### src/rtl/trig_fifo_pkg.sv
package trig_fifo_pkg;

    typedef enum logic [2:0] {
        TRIG_EIGHTH   = 3'd0,
        TRIG_QUARTER  = 3'd1,
        TRIG_HALF     = 3'd2,
        TRIG_3QUARTER = 3'd3,
        TRIG_7EIGHTH  = 3'd4
    } trig_code_e;

    // Threshold in entries for a given capacity; unknown codes fall back to half.
    function automatic int trig_entries(input logic [2:0] sel, input int depth);
        case (sel)
            TRIG_EIGHTH:   return depth / 8;
            TRIG_QUARTER:  return depth / 4;
            TRIG_HALF:     return depth / 2;
            TRIG_3QUARTER: return (depth * 3) / 4;
            TRIG_7EIGHTH:  return (depth * 7) / 8;
            default:       return depth / 2;
        endcase
    endfunction

endpackage

### src/rtl/trig_fifo_ram.sv
module trig_fifo_ram #(
    parameter int DEPTH = 16,
    parameter int WIDTH = 8,
    localparam int PTR_W = $clog2(DEPTH)
) (
    input  logic             clk,
    input  logic             we,
    input  logic [PTR_W-1:0] waddr,
    input  logic [WIDTH-1:0] wdata,
    input  logic [PTR_W-1:0] raddr,
    output logic [WIDTH-1:0] rdata
);
    logic [WIDTH-1:0] mem_q [DEPTH];

    always_ff @(posedge clk) begin
        if (we) mem_q[waddr] <= wdata;
    end

    assign rdata = mem_q[raddr];
endmodule

### src/rtl/trig_fifo_ctrl.sv
module trig_fifo_ctrl #(
    parameter int DEPTH = 16,
    parameter int WIDTH = 8,
    localparam int PTR_W = $clog2(DEPTH),
    localparam int CNT_W = $clog2(DEPTH + 1)
) (
    input  logic             clk,
    input  logic             rst_n,
    input  logic             fifo_en,
    input  logic             push,
    input  logic             pop,
    input  logic [WIDTH-1:0] ram_rdata,
    output logic             ram_we,
    output logic [PTR_W-1:0] wr_ptr,
    output logic [PTR_W-1:0] rd_ptr,
    output logic [CNT_W-1:0] count,
    output logic [WIDTH-1:0] pop_data,
    output logic             full,
    output logic             empty,
    output logic             overrun
);
    typedef struct packed {
        logic [PTR_W-1:0] wptr;
        logic [PTR_W-1:0] rptr;
        logic [CNT_W-1:0] cnt;
        logic             ovr;
        logic [WIDTH-1:0] rdata;
    } ctrl_t;

    ctrl_t st_d, st_q;
    logic [CNT_W-1:0] cap;
    logic push_ok, pop_ok;

    always_comb begin
        cap     = fifo_en ? CNT_W'(DEPTH) : CNT_W'(1);
        full    = (st_q.cnt >= cap);
        empty   = (st_q.cnt == '0);
        push_ok = push && !full;
        pop_ok  = pop && !empty;
        st_d    = st_q;
        if (push_ok)
            st_d.wptr = (st_q.wptr == PTR_W'(DEPTH - 1)) ? '0 : st_q.wptr + 1'b1;
        if (pop_ok) begin
            st_d.rptr  = (st_q.rptr == PTR_W'(DEPTH - 1)) ? '0 : st_q.rptr + 1'b1;
            st_d.rdata = ram_rdata;
        end
        if (push_ok && !pop_ok) st_d.cnt = st_q.cnt + 1'b1;
        if (pop_ok && !push_ok) st_d.cnt = st_q.cnt - 1'b1;
        if (push && full) st_d.ovr = 1'b1;
    end

    always_ff @(posedge clk or negedge rst_n) begin
        if (!rst_n) st_q <= '0;
        else        st_q <= st_d;
    end

    assign ram_we   = push_ok;
    assign wr_ptr   = st_q.wptr;
    assign rd_ptr   = st_q.rptr;
    assign count    = st_q.cnt;
    assign pop_data = st_q.rdata;
    assign overrun  = st_q.ovr;

    assert_no_overflow_R2: assert property (@(posedge clk) disable iff (!rst_n)
        st_q.cnt <= CNT_W'(DEPTH));
    assert_overrun_sticky_R3: assert property (@(posedge clk) disable iff (!rst_n)
        overrun |=> overrun);
    assert_empty_pop_hold_R4: assert property (@(posedge clk) disable iff (!rst_n)
        (pop && !push && empty) |=> ($stable(pop_data) && empty));
    assert_pushpop_level_R5: assert property (@(posedge clk) disable iff (!rst_n)
        (push && pop && !empty && !full) |=> $stable(count));
endmodule

### src/rtl/trig_fifo_flags.sv
module trig_fifo_flags #(
    parameter int DEPTH = 16,
    parameter bit IS_TX = 1'b0,
    localparam int CNT_W = $clog2(DEPTH + 1)
) (
    input  logic             fifo_en,
    input  logic [2:0]       trig_sel,
    input  logic [CNT_W-1:0] count,
    output logic             level_irq,
    output logic             dma_single,
    output logic             dma_burst
);
    import trig_fifo_pkg::*;

    logic [CNT_W-1:0] thresh, free;

    always_comb begin
        thresh = CNT_W'(trig_entries(trig_sel, DEPTH));
        free   = CNT_W'(DEPTH) - count;
    end

    generate
        if (IS_TX) begin : g_tx
            always_comb begin
                if (fifo_en) begin
                    level_irq  = (count <= thresh);
                    dma_burst  = (free >= thresh);
                    dma_single = (count < CNT_W'(DEPTH));
                end else begin
                    level_irq  = (count == '0);
                    dma_burst  = (count == '0);
                    dma_single = (count == '0);
                end
            end
        end else begin : g_rx
            always_comb begin
                if (fifo_en) begin
                    level_irq  = (count >= thresh);
                    dma_burst  = (count >= thresh);
                    dma_single = (count != '0);
                end else begin
                    level_irq  = (count == CNT_W'(1));
                    dma_burst  = (count == CNT_W'(1));
                    dma_single = (count == CNT_W'(1));
                end
            end
        end
    endgenerate
endmodule

### src/rtl/trig_fifo.sv
module trig_fifo #(
    parameter int DEPTH = 16,
    parameter int WIDTH = 8,
    parameter bit IS_TX = 1'b0,
    localparam int PTR_W = $clog2(DEPTH),
    localparam int CNT_W = $clog2(DEPTH + 1)
) (
    input  logic             clk,
    input  logic             rst_n,
    input  logic             fifo_en,
    input  logic [2:0]       trig_sel,
    input  logic             push,
    input  logic [WIDTH-1:0] push_data,
    input  logic             pop,
    output logic [WIDTH-1:0] pop_data,
    output logic             full,
    output logic             empty,
    output logic             overrun,
    output logic             level_irq,
    output logic             dma_single,
    output logic             dma_burst
);
    logic             ram_we;
    logic [PTR_W-1:0] wr_ptr, rd_ptr;
    logic [WIDTH-1:0] ram_rdata;
    logic [CNT_W-1:0] count;

    trig_fifo_ram #(.DEPTH(DEPTH), .WIDTH(WIDTH)) u_ram (
        .clk(clk), .we(ram_we), .waddr(wr_ptr), .wdata(push_data),
        .raddr(rd_ptr), .rdata(ram_rdata)
    );

    trig_fifo_ctrl #(.DEPTH(DEPTH), .WIDTH(WIDTH)) u_ctrl (
        .clk(clk), .rst_n(rst_n), .fifo_en(fifo_en), .push(push), .pop(pop),
        .ram_rdata(ram_rdata), .ram_we(ram_we), .wr_ptr(wr_ptr), .rd_ptr(rd_ptr),
        .count(count), .pop_data(pop_data), .full(full), .empty(empty),
        .overrun(overrun)
    );

    trig_fifo_flags #(.DEPTH(DEPTH), .IS_TX(IS_TX)) u_flags (
        .fifo_en(fifo_en), .trig_sel(trig_sel), .count(count),
        .level_irq(level_irq), .dma_single(dma_single), .dma_burst(dma_burst)
    );

    generate
        if (IS_TX) begin : g_chk_tx
            assert_tx_single_R8: assert property (@(posedge clk) disable iff (!rst_n)
                fifo_en |-> (dma_single != full));
        end else begin : g_chk_rx
            assert_rx_single_R7: assert property (@(posedge clk) disable iff (!rst_n)
                dma_single != empty);
        end
    endgenerate
endmodule

### config.mk
export PLATFORM = sky130hd
export DESIGN_NAME = trig_fifo
export DESIGN_NICKNAME = d
export VERILOG_FILES = /design/src/rtl/trig_fifo_pkg.sv /design/src/rtl/trig_fifo_ram.sv /design/src/rtl/trig_fifo_ctrl.sv /design/src/rtl/trig_fifo_flags.sv /design/src/rtl/trig_fifo.sv
export SDC_FILE = /design/constraint.sdc
export NUM_CORES = 1
export LEC_CHECK = 0
export BUFFER_PORTS_ARGS = -buffer_cell sky130_fd_sc_hd__buf_2
export CAP_MARGIN = 20
export CELL_PAD_IN_SITES_DETAIL_PLACEMENT = 0
export CELL_PAD_IN_SITES_GLOBAL_PLACEMENT = 1
export CORE_ASPECT_RATIO = 0.6
export CORE_MARGIN = 1
export CORE_UTILIZATION = 40
export CTS_CLUSTER_DIAMETER = 100
export DETAILED_ROUTE_END_ITERATION = 7
export PLACE_DENSITY_LB_ADDON = 0.1
export SLEW_MARGIN = 10
export SYNTH_ARGS = -nofsm -noshare
export SYNTH_HDL_FRONTEND = slang
export SYNTH_SLANG_ARGS = --single-unit
### constraint.sdc
create_clock -name clk -period 6.2 [get_ports clk]
set_input_delay 1.55 -clock clk [delete_from_list [all_inputs] [get_ports clk]]
set_output_delay 1.55 -clock clk [all_outputs]
set_load 0.005 [all_outputs]
==> impl_metrics.json, run 1 <==
{
  "num_rows": 34,
  "grt_setup_unrepaired": "false",
  "holdBufCountCts": 0,
  "final_hold_viol_count": 0,
  "synth.net_count": 364,
  "antenna_found_initial": 0,
  "clkTransAtPathRegs_ns": 0.06,
  "die_area_um2": 16100,
  "fin_crit_ns": 4.47,
  "n_antenna_cell": 0,
  "vdd_drop_max_mv": 0.364,
  "die_w_um": 163,
  "synth_top_area_cell": "edfxtp_1",
  "synthArstFlopShare": 0.147,
  "start_util": 0.420,
  "via_count": 3119,
  "post_cts_buffers": 0,
  "p_sw_mw": 1.00,
  "numClockSinks": 150,
  "drive_above_1_share": 0.283,
  "yosys_warnings": 0,
  "end_kind": "output pin",
  "synthTopCellsByArea": "edfxtp_1 62%, mux4_2 12%, dfrtp_1 8.8%",
  "switching_share": 0.307,
  "power_density_nw_per_um2": 456,
  "critPathArrivalTime_ns": 2.92,
  "clock_path_buffers": 2,
  "ys_seq_elements": 150,
  "grt_pass1_wl_um": 20500,
  "overflow": 0,
  "max_freq_ghz": 0.224,
  "cts-root-buf": "clkbuf_16",
  "synth_edf_count": 128,
  "synth-main-ff-cell": "edfxtp_1",
  "cts_max_level": 4,
  "timing.final.crit_share": 0.721,
  "leakage_nw": 2.45,
  "postSynthCellCount": 333,
  "synth_top_area_share": 0.617,
  "dp_hpwl_um": 8760,
  "drv_cap": 0,
  "io_pins": 30,
  "crit_path_max_fanout": 5,
  "slew_violations": 0,
  "grt.met2_usage": 0.238,
  "area_growth_pct": 15.0,
  "cts_made_buffers": 17,
  "core_area_um2": 14800,
  "crit_required_ns": 4.65,
  "syn_area_um2": 6230,
  "utilization": 0.482,
  "grt_pass1_vias": 3197,
  "globalplace.congestion": 0.708,
  "final_antenna_net_count": 0,
  "setup_violations": 0,
  "relSlewSlack": 0.291,
  "drt_pass1_iterations": 4,
  "grt_util_all_layers": 0.180,
  "crit_type": "input port to output pin",
  "wl_um": 13200,
  "grtUsageMet3": 0.0383,
  "start_kind": "input port",
  "io_buffers": 29,
  "hold_class": "flop to flop",
  "setup_tns_ns": 0,
  "avgSynthCellArea_um2": 18.7,
  "status": "completed",
  "yosysSeqAreaShare": 0.706,
  "use_met1": 0.295,
  "clock_power_share": 0.319,
  "skew_ns": 0.0133,
  "nets": 396,
  "viasPerCell": 5.41,
  "worst_pin_slew_ns": 1.06,
  "synth_cell_types": 43,
  "p_int_mw": 2.26,
  "die_height_um": 98.7,
  "cts_resized": 0,
  "cts_tree": "yes",
  "drc": 0,
  "grt_busiest_layer": "met1",
  "clock_latency_ns": 0.41,
  "synth.most_common_cell": "edfxtp_1",
  "yosys-top-cells-count": "128 x edfxtp_1, 32 x mux4_2, 22 x dfrtp_1",
  "wire_per_inst_um": 23.0,
  "grt_start_max_net_pins": 38,
  "power_frac_seq": 0.410,
  "drt-initial-drc-count": 269,
  "combPwrFrac": 0.272
}
critical path: stages:
cell and delay, ns:
buf_2 0.12, inv_1 0.08, ha_1 0.13, or4b_4 0.46, o21ai_1 0.33, nand2b_1 0.11, buf_2 0.14
layout make-up:
type,count,area (um2)
clock buffer,17,425
clock inverter,15,175
fill,1235,7680
inverter,7,26.3
multi-input combinational,157,1720
sequential,150,4400
tap,198,248
timing repair buffer,32,168
state kept, by name, summed over array words and instances, names as in the netlist:
register	count
u_ctrl.count	5
u_ctrl.rd_ptr	4
u_ctrl.pop_data	8
u_ctrl.wr_ptr	4
u_ram.mem_q	128
u_ctrl.overrun	1
logic make-up (layout without fill, tap and decap cells):
kind of cell,after synthesis,in the layout,share of synthesized area
muxes,44,44,0.135
and+or+nand+nor,55,55,0.0609
DFF,150,150,0.706
adders and majority gates,15,15,0.0301
buffers and inverters,26,71,0.0197
AOI/OAI and AO/OA,36,36,0.0386
xor gates and xnor gates,7,7,0.00984
layer usage:
| layer | share of wire | vias up |
|---|---|---|
| met5 | 0 | - |
| met4 | 0.0046 | 0 |
| met3 | 0.067 | 4 |
| met2 | 0.41 | 73 |
| met1 | 0.51 | 1618 |
| li1 | - | 1424 |
cell usage in the layout (no fill, tap or decap), types with 2 or more instances in the layout:
cell / count
a21o_1: 2
inv_6: 5
a21oi_1: 4
clkinv_1: 2
nand4b_1: 2
a31oi_1: 4
xor2_1: 3
mux4_2: 32
o21ai_0: 6
clkinvlp_4: 2
nor4b_2: 4
and4_1: 4
a221oi_1: 8
mux2_2: 2
nor2_1: 14
xnor2_1: 4
ha_1: 15
o22ai_1: 8
clkbuf_16: 17
and2_1: 5
bufinv_16: 3
nand2_1: 2
and4b_1: 4
edfxtp_1: 128
nand3_1: 7
inv_1: 6
buf_2: 29
nand2b_1: 4
dfrtp_1: 21
mux2i_1: 10
or4b_4: 2
clkinv_2: 2
buf_4: 3
stage by stage:
step / cell area (um2) / std cells / worst slack [ns] / hold slack [ns] / power [mW]
2_1_floorplan: 6230 / 333 / 2.04 / 0.451 / 1.98
3_3_place_gp: 6560 / 544 / 1.74 / 0.433 / 2.25
3_5_place_dp: 6560 / 544 / 1.72 / 0.440 / 2.25
4_1_cts: 7160 / 576 / 1.72 / 0.454 / 3.30
5_1_grt: 7160 / 576 / 1.62 / 0.476 / 3.44
6_report: 7160 / 576 / 1.73 / 0.449 / 3.26
final timing paths:
path	from	end	slack [ns]	cells past startpoint
max	fifo_en	full	1.73	7
max in group asynchronous	rst_n	u_ctrl.rd_ptr[0]	4.63	1
min reg2reg	u_ctrl.overrun	u_ctrl.overrun	0.45	1
max reg2reg	u_ctrl.count[0]	u_ram.mem_q[3][1]	2.91	7
min in group asynchronous	rst_n	u_ctrl.wr_ptr[1]	1.14	1
min	u_ctrl.overrun	u_ctrl.overrun	0.45	1
power by group through the flow:
| stage | Sequential (mW) | Clock (mW) | Combinational (mW) |
|---|---|---|---|
| 4_1_cts | 1.34 | 1.06 | 0.904 |
| 3_5_place_dp | 1.36 | 0 | 0.898 |
| 2_1_floorplan | 1.30 | 0 | 0.681 |
| 6_report | 1.34 | 1.04 | 0.887 |
| 3_3_place_gp | 1.36 | 0 | 0.893 |
| 5_1_grt | 1.35 | 1.10 | 0.980 |
(Power assumes the default switching activity.)
==> run 2: changes to the inputs <==
==> constraint.sdc (replaced) <==
create_clock -name clk -period 4.4 [get_ports clk]
set_input_delay 1.1 -clock clk [delete_from_list [all_inputs] [get_ports clk]]
set_output_delay 1.1 -clock clk [all_outputs]
set_load 0.005 [all_outputs]
==> impl_metrics.json, run 2 (same netlist as run 1, synthesis figures left out) <==
{
  "status": "completed",
  "min_from": "u_ctrl.overrun",
  "dp_hpwl_um": 8490,
  "die_area_um2": 16100,
  "grt_pass1_wl_um": 19900,
  "worst_pin_slew_ns": 0.978,
  "drive_above_1_share": 0.289,
  "viasPerCell": 5.41,
  "slowest_delay_ns": 0.46,
  "grt_util_all_layers": 0.177,
  "drt_pass1_iterations": 4,
  "globalplace.congestion": 0.718,
  "final_common_cell": "edfxtp_1",
  "seqCellArea_um2": 4400,
  "via_count": 3130,
  "grt_pass1_vias": 3229,
  "fillers": 1252,
  "final_cell_mix": "128 x edfxtp_1, 32 x mux4_2, 29 x buf_2",
  "grt_setup_unrepaired": "false",
  "largest_register_ffs": 128,
  "reg2reg_from": "u_ctrl.count[0]",
  "drv_cap": 0,
  "cts_tree": "yes",
  "clock_latency_ns": 0.41,
  "clock_path_buffers": 2,
  "holdBufCountCts": 0,
  "overflow": 0,
  "io_pins": 30,
  "cp_slowest_cell": "or4b_4",
  "n_antenna_cell": 0,
  "antenna_found_initial": 1,
  "crit_path_max_fanout": 5,
  "clkTransAtPathRegs_ns": 0.06,
  "io_buffers": 29,
  "top_register": "u_ram.mem_q",
  "instances_no_fill": 579,
  "cp_top_family": "simple AND/OR/NAND/NOR gates",
  "cts_max_level": 4,
  "max_freq_ghz": 0.280,
  "skew_ns": 0.00922,
  "die_w_um": 163,
  "cp_cell_sequence": "buf_2 > inv_1 > ha_1 > or4b_4 > o21ai_1 > nand2b_1 > buf_2",
  "die_height_um": 98.7,
  "power_density_nw_per_um2": 632,
  "leakage_nw": 2.45,
  "cts-root-buf": "clkbuf_16",
  "drt-initial-drc-count": 306,
  "post_cts_buffers": 0,
  "start_util": 0.420,
  "critPathBufInv": 3,
  "critPathArrivalTime_ns": 2.47,
  "timing.final.crit_share": 0.812,
  "final_hold_viol_count": 0,
  "numClockSinks": 150,
  "vdd_drop_max_mv": 0.379,
  "multi_input_area_um2": 1720,
  "fin_crit_ns": 3.57,
  "drc": 0,
  "grt_start_max_net_pins": 37,
  "cts_resized": 0,
  "slew_violations": 0,
  "setup_tns_ns": 0,
  "relSlewSlack": 0.348,
  "crit_required_ns": 3.30,
  "final_antenna_net_count": 0,
  "cts_made_buffers": 17,
  "wire_per_inst_um": 22.6,
  "hold_class": "flop to flop",
  "crit_type": "input port to output pin",
  "core_area_um2": 14800,
  "placed_cells": 547,
  "nets": 399,
  "num_rows": 34,
  "area_growth_pct": 15.0,
  "startpoint": "fifo_en",
  "start_kind": "input port",
  "end_kind": "output pin",
  "holdWs_ns": 0.456,
  "wl_um": 13100,
  "setup_violations": 0,
  "cpMostUsedCell": "buf_2"
}
## run 2: metal layers
layer  vias to the layer above  track usage  part of all wire
met3                         8       0.0488             0.057
met4                         2       0.0496            0.0055
met5                         -            0           0.00084
met2                        77        0.245              0.42
li1                       1425            -                 -
met1                      1618        0.271              0.51
## run 2: layout make-up
class,instances,area share
clock buffers,20,0.0624
well taps,198,0.0346
clock inverters,12,0.0183
repair buffers,35,0.0266
multi-input cells,157,0.241
flip-flops and latches,150,0.614
inverters,7,0.00367
## run 2: power by group
part | internal [mW] | total, mW | switching (mW) | leakage (nW)
Sequential | 1.71 | 1.96 | 0.257 | 1.40
Combinational | 0.588 | 1.16 | 0.570 | 0.769
Clock | 0.849 | 1.41 | 0.556 | 0.272
Total | 3.14 | 4.53 | 1.38 | 2.45
## run 2: final timing paths
check | end | slack [ns] | depth (start not counted)
worst max-delay path | full | 0.83 | 7
worst min-delay path | u_ctrl.overrun | 0.46 | 1
worst max register to register | u_ctrl.count[3] | 1.48 | 10
worst min register to register | u_ctrl.overrun | 0.46 | 1
max in group asynchronous | u_ctrl.rd_ptr[0] | 3.31 | 1
min in group asynchronous | u_ctrl.wr_ptr[2] | 0.68 | 1
## run 2: per-stage QoR
stage	setup slack [ns]	cell area [um2]	total power, mW	utilization
floorplan	0.897	6230	2.79	-
global placement	0.868	6580	3.16	0.443
detailed placement	0.819	6580	3.16	0.443
CTS	0.825	7160	4.57	0.482
global route	0.647	7160	4.76	0.482
finish	0.826	7160	4.53	0.482
## run 2: worst register-to-register path, cell delays in order, from the launching register on
cell and delay [ns]:
dfrtp_1 0.47, inv_1 0.18, ha_1 0.16, or4b_4 0.46, o21a_1 0.23, nor2_2 0.35, inv_2 0.15, ha_1 0.32
nand4b_1 0.20, a21oi_1 0.18, xor2_1 0.15
